## config.mk

```make
export PLATFORM = sky130hd
export DESIGN_NAME = burst_reader
export DESIGN_NICKNAME = d
export VERILOG_FILES = /design/src/rtl/burst_pkg.sv /design/src/rtl/burst_sync.sv /design/src/rtl/burst_tick.sv /design/src/rtl/burst_shift.sv /design/src/rtl/burst_reader.sv
export SDC_FILE = /design/constraint.sdc
export NUM_CORES = 1
export LEC_CHECK = 0
export BUFFER_PORTS_ARGS = -buffer_cell sky130_fd_sc_hd__buf_2
export CORE_UTILIZATION = 52
export DETAILED_ROUTE_END_ITERATION = 6
export PLACE_DENSITY = 0.82
export SYNTH_ARGS = -nofsm -noshare
export SYNTH_HDL_FRONTEND = slang
export SYNTH_SLANG_ARGS = --single-unit
```

## constraint.sdc

```tcl
create_clock -name clk -period 2.1 [get_ports clk]
set_input_delay 0.42 -clock clk [delete_from_list [all_inputs] [get_ports clk]]
set_output_delay 0.42 -clock clk [all_outputs]
set_load 0.05 [all_outputs]
```

## src/rtl/burst_pkg.sv

```systemverilog
package burst_pkg;
  localparam int WORD_W      = 16;
  localparam logic [WORD_W-1:0] BURST_CMD = 16'h3E00;
  localparam longint MAX_SCLK_HZ = 1_000_000;

  typedef enum logic [2:0] {
    ST_IDLE,
    ST_LEAD,
    ST_XFER,
    ST_GAP,
    ST_TAIL
  } rd_state_t;
endpackage

```

## src/rtl/burst_sync.sv

```systemverilog
module burst_sync #(
  parameter int STAGES = 2
) (
  input  logic clk,
  input  logic rst,
  input  logic din,
  output logic rise
);
  logic [STAGES:0] sh;

  always_ff @(posedge clk) begin
    if (rst) sh <= '0;
    else     sh <= {sh[STAGES-1:0], din};
  end

  assign rise = sh[STAGES-1] & ~sh[STAGES];
endmodule

```

## src/rtl/burst_tick.sv

```systemverilog
module burst_tick #(
  parameter int HALF_DIV = 100
) (
  input  logic clk,
  input  logic rst,
  input  logic clear,
  output logic tick
);
  localparam int CW = (HALF_DIV > 1) ? $clog2(HALF_DIV) : 1;
  localparam logic [CW-1:0] LAST = CW'(HALF_DIV - 1);

  logic [CW-1:0] cnt;

  always_ff @(posedge clk) begin
    if (rst || clear)     cnt <= '0;
    else if (cnt == LAST) cnt <= '0;
    else                  cnt <= cnt + 1'b1;
  end

  assign tick = !clear && (cnt == LAST);
endmodule

```

## src/rtl/burst_shift.sv

```systemverilog
module burst_shift #(
  parameter int W = 16
) (
  input  logic         clk,
  input  logic         rst,
  input  logic         load,
  input  logic [W-1:0] load_val,
  input  logic         shift_out,
  input  logic         sample,
  input  logic         miso,
  output logic         mosi,
  output logic [W-1:0] cap_word
);
  logic [W-1:0] tx_q;
  logic [W-1:0] rx_q;

  always_ff @(posedge clk) begin
    if (rst) begin
      tx_q <= '0;
      rx_q <= '0;
    end else begin
      if (load)           tx_q <= load_val;
      else if (shift_out) tx_q <= {tx_q[W-2:0], 1'b0};
      if (sample)         rx_q <= {rx_q[W-2:0], miso};
    end
  end

  assign mosi     = tx_q[W-1];
  assign cap_word = {rx_q[W-2:0], miso};
endmodule

```

## src/rtl/burst_reader.sv

```systemverilog
module burst_reader
  import burst_pkg::*;
#(
  parameter longint SYS_FREQ_HZ = 200_000_000,
  parameter int     HALF_DIV    = 100,
  parameter int     NWORDS      = 12,
  parameter int     OVR_W       = 8,
  parameter int     SYNC_STAGES = 2,
  parameter int     IW          = (NWORDS > 1) ? $clog2(NWORDS) : 1
) (
  input  logic              clk,
  input  logic              rst,
  input  logic              data_ready,
  input  logic              miso,
  output logic              cs_n,
  output logic              sclk,
  output logic              mosi,
  output logic              rd_valid,
  output logic [WORD_W-1:0] rd_data,
  output logic [IW-1:0]     rd_idx,
  output logic              done,
  output logic [OVR_W-1:0]  ovr_cnt
);
  localparam longint SCLK_HZ = SYS_FREQ_HZ / (2 * HALF_DIV);
  localparam int BW  = $clog2(WORD_W);
  localparam int WCW = $clog2(NWORDS + 1);
  localparam logic [BW-1:0]  LAST_BIT = BW'(WORD_W - 1);
  localparam logic [WCW-1:0] LAST_WRD = WCW'(NWORDS);

  if (HALF_DIV < 1) begin : g_div_err
    $error("HALF_DIV must be at least 1");
  end
  if (SCLK_HZ > MAX_SCLK_HZ) begin : g_rate_err
    $error("serial clock exceeds the burst-mode ceiling");
  end

  rd_state_t         state;
  logic [BW-1:0]     bitcnt;
  logic [WCW-1:0]    wcnt;
  logic              gcnt;
  logic              start_edge;
  logic              tick;
  logic              ld_tx;
  logic [WORD_W-1:0] ld_val;
  logic              sh_tx;
  logic              smp_rx;
  logic [WORD_W-1:0] cap_word;

  burst_sync #(.STAGES(SYNC_STAGES)) u_sync (
    .clk  (clk),
    .rst  (rst),
    .din  (data_ready),
    .rise (start_edge)
  );

  burst_tick #(.HALF_DIV(HALF_DIV)) u_tick (
    .clk   (clk),
    .rst   (rst),
    .clear (state == ST_IDLE),
    .tick  (tick)
  );

  always_comb begin
    ld_tx  = 1'b0;
    ld_val = '0;
    if (state == ST_IDLE && start_edge) begin
      ld_tx  = 1'b1;
      ld_val = BURST_CMD;
    end else if (state == ST_GAP && tick && gcnt) begin
      ld_tx  = 1'b1;
    end
    sh_tx  = (state == ST_XFER) && tick && sclk && (bitcnt != LAST_BIT);
    smp_rx = (state == ST_XFER) && tick && !sclk;
  end

  burst_shift #(.W(WORD_W)) u_shift (
    .clk       (clk),
    .rst       (rst),
    .load      (ld_tx),
    .load_val  (ld_val),
    .shift_out (sh_tx),
    .sample    (smp_rx),
    .miso      (miso),
    .mosi      (mosi),
    .cap_word  (cap_word)
  );

  always_ff @(posedge clk) begin
    if (rst) begin
      state    <= ST_IDLE;
      cs_n     <= 1'b1;
      sclk     <= 1'b1;
      bitcnt   <= '0;
      wcnt     <= '0;
      gcnt     <= 1'b0;
      rd_valid <= 1'b0;
      rd_data  <= '0;
      rd_idx   <= '0;
      done     <= 1'b0;
      ovr_cnt  <= '0;
    end else begin
      rd_valid <= 1'b0;
      done     <= 1'b0;
      if (start_edge && state != ST_IDLE && ovr_cnt != '1)
        ovr_cnt <= ovr_cnt + 1'b1;
      unique case (state)
        ST_IDLE: begin
          if (start_edge) begin
            cs_n  <= 1'b0;
            wcnt  <= '0;
            state <= ST_LEAD;
          end
        end
        ST_LEAD: begin
          if (tick) begin
            sclk   <= 1'b0;
            bitcnt <= '0;
            state  <= ST_XFER;
          end
        end
        ST_XFER: begin
          if (tick) begin
            if (!sclk) begin
              sclk <= 1'b1;
              if (bitcnt == LAST_BIT && wcnt != '0) begin
                rd_valid <= 1'b1;
                rd_data  <= cap_word;
                rd_idx   <= IW'(wcnt - 1'b1);
              end
            end else if (bitcnt == LAST_BIT) begin
              if (wcnt == LAST_WRD) begin
                state <= ST_TAIL;
              end else begin
                wcnt  <= wcnt + 1'b1;
                gcnt  <= 1'b0;
                state <= ST_GAP;
              end
            end else begin
              sclk   <= 1'b0;
              bitcnt <= bitcnt + 1'b1;
            end
          end
        end
        ST_GAP: begin
          if (tick) begin
            if (gcnt) begin
              sclk   <= 1'b0;
              bitcnt <= '0;
              state  <= ST_XFER;
            end else begin
              gcnt <= 1'b1;
            end
          end
        end
        ST_TAIL: begin
          if (tick) begin
            cs_n  <= 1'b1;
            done  <= 1'b1;
            state <= ST_IDLE;
          end
        end
        default: state <= ST_IDLE;
      endcase
    end
  end
endmodule

```

==> flow_metrics.tcl <==
set metrics [dict create \
    die_area_um2 6580 \
    gr-total-overflow 0 \
    firstDrtPassIters 5 \
    ioPinCount 37 \
    hp-class "input pin to register" \
    startpoint_type "register" \
    crit_arrival_ns 2.27 \
    clock-sinks 76 \
    skew_ns 0.00981 \
    crit_type "register to register" \
    holdPathEnd "u_sync.sh[0]" \
    synth-edff-count 0 \
    yosysUniqueCellTypes 53 \
    timing.rr.end "rd_data[10]" \
    worstSetupEndpointType "register" \
    synth_seq_area_share 0.468 \
    coreArea_um2 5990 \
    critPathMaxFanout 9 \
    maxCapViolations 0 \
    die_width_um 81.1 \
    worstMarginPinSlew_ns 0.540 \
    layout.nets 435 \
    max-clock-path-buffers 2 \
    antenna_found_initial 0 \
    cts_tree "yes" \
    diodes 0 \
    syn-num-nets 384 \
    via_count 2858 \
    hold_violations 0 \
    area_delta_synth_final_pct 20.1 \
    grt_max_degree 33 \
    post_drt_wl_per_cell_um 14.9 \
    yosys_warnings 0 \
    grt_use_total 0.230 \
    most-common-layout-cells "dfxtp_1 (73), nand2_1 (71), buf_2 (37), a21oi_1 (31), nor2_1 (29)" \
    finalSetupViolCount 0 \
    p_total_mw 3.16 \
    p_leak_nw 1.49 \
    ir_drop_uv 470 \
    slew_violations 0 \
    initial_core_util 0.543 \
    postRouteAntennaNets 0 \
    row_count 28 \
    ys.flop_type "dfxtp_1" \
    post-route-period-util 0.975 \
    slew-limit-headroom 0.637 \
    critPathRequiredTime_ns 2.32 \
    final_cells 506 \
    final_common_cell "dfxtp_1" \
    syn_area_um2 3250 \
    gp_congestion 0.827 \
    drive_gt1_frac 0.251 \
    hold_path.startpoint "data_ready" \
    r2r_setup_slack_ns 0.05 \
    worstReg2RegStart "state[2]" \
    fin_crit_ns 2.05 \
    worstRegToRegCells 5 \
    hold_depth 2 \
    insertion_delay_ns 0.34 \
    run_status "complete, no violations" \
    root_buffer "clkbuf_8" \
    hpwl_um 4630 \
    path_clk_slew_ns 0.08 \
    ys_async_sr_fraction 0 \
    synth_seq_cells 76 \
    syn_inst 375 \
    cts_inserted_buffers 9 \
    via_per_inst 5.65 \
    synth_area_per_cell_um2 8.68 \
    post-route-drc-count 0 \
    port_buffers 36 \
    stdcell_area_um2 3910 \
    place_area_um2 3570 \
    fmaxAchievable_mhz 488 \
    wl_um 7540 \
    dpl.cell_count 484 \
    drt_iter0_drc 261 \
    fp.dieH_um 81.1 \
    cts_hold_buf 0 \
    powerDensity_nw_per_um2 809 \
    first_global_vias 2516 \
    grt_pass1_wl_um 11600 \
    cts_htree_levels 3 \
]
[sequential cells by signal (all words and copies together), names as in the netlist]
signal	cells
bitcnt	4
cs_n	1
done	1
gcnt	1
ovr_cnt	8
rd_data	16
rd_idx	4
rd_valid	1
sclk	1
state	3
u_shift.rx_q	15
u_shift.tx_q	7
u_sync.sh	3
u_tick.cnt	7
wcnt	4
[routing by layer]
metal	track usage	vias up	wire length [µm]
met3	0.0461	11	370
li1	-	1402	-
met5	0	-	0
met2	0.359	92	3620
met4	0.0875	0	114
met1	0.312	1353	3440
[layout make-up]
type                       count  area (µm²)
tap                           75        93.8
sequential                    76        1530
inverter                       3        11.3
timing repair buffer          59         402
clock inverter                 4        72.6
clock buffer                  12         145
multi-input combinational    277        1660
fill                         462        2080
[worst max-delay path by stage]
stage | slack, ns | end | from | depth (start not counted)
2_1_floorplan | -0.16 | rd_data[10] | state[1] | 9
3_3_place_gp | 0.09 | rd_data[2] | u_tick.cnt[0] | 6
3_5_place_dp | -0.01 | rd_data[0] | u_tick.cnt[0] | 6
4_1_cts | 0.01 | rd_data[0] | u_tick.cnt[0] | 6
5_1_grt | -0.04 | u_shift.rx_q[14] | u_tick.cnt[0] | 9
6_report | 0.05 | rd_data[10] | state[2] | 5
[repair_timing]
action	CTS	global route
buffers inserted	0	2
gates cloned	0	4
setup endpoints to repair	4	34
endpoints found under the hold margin	0	0
pin swaps	1	3
gates resized for setup	2	11
[cells in the mapped netlist (4+ instances only)]
library cell	n	area, µm²
clkbuf_1	14	52.6
o21ai_0	4	20.0
nand3_1	11	55.1
nand2_2	9	56.3
a211oi_1	9	67.6
dfxtp_1	76	1520
nor3_1	9	45.0
ha_1	5	62.6
nor2_1	29	109
xnor2_1	9	78.8
nand4_1	6	37.5
mux2i_1	4	40.0
xor2_1	6	52.6
and3_1	6	37.5
or3_1	4	25.0
a21oi_1	31	155
nand2b_1	10	62.6
nor2b_1	8	50.1
a21oi_2	9	78.8
nand2_1	72	270
[report_power, final]
group | switching, mW | leakage [nW] | internal [mW]
registers | 0.0266 | 0.614 | 1.48
clock network | 0.527 | 0.107 | 0.701
logic | 0.266 | 0.771 | 0.165
[critical path, stage by stage (launching register included)]
cell and delay, ns:
dfxtp_1 0.32, or3b_4 0.40, or4_4 0.54, or3_4 0.50, nand2_2 0.11, a21oi_2 0.05
[per-stage QoR]
stage	setup slack, ns	util	hold slack [ns]	TNS [ns]
floorplan	-0.162	-	0.414	-1.65
global placement	0.0857	0.595	0.418	0
detailed placement	-0.0146	0.595	0.433	-0.0146
CTS	0.0141	0.633	0.276	0
global route	-0.0389	0.653	0.306	-0.0422
finish	0.0517	0.653	0.282	0
[kinds of logic (layout without fill, tap and decap cells)]
logic type | count (synthesis) | in the layout | synth area share
flip-flops | 76 | 76 | 0.468
AO/OA/AOI/OAI | 72 | 72 | 0.149
XOR/XNOR | 15 | 15 | 0.0404
multiplexers | 4 | 4 | 0.0123
buffers and inverters | 23 | 78 | 0.0381
AND/OR/NAND/NOR | 180 | 181 | 0.273
adder cells (fa/ha/maj) | 5 | 5 | 0.0192
Power figures use the tool's default switching activity.
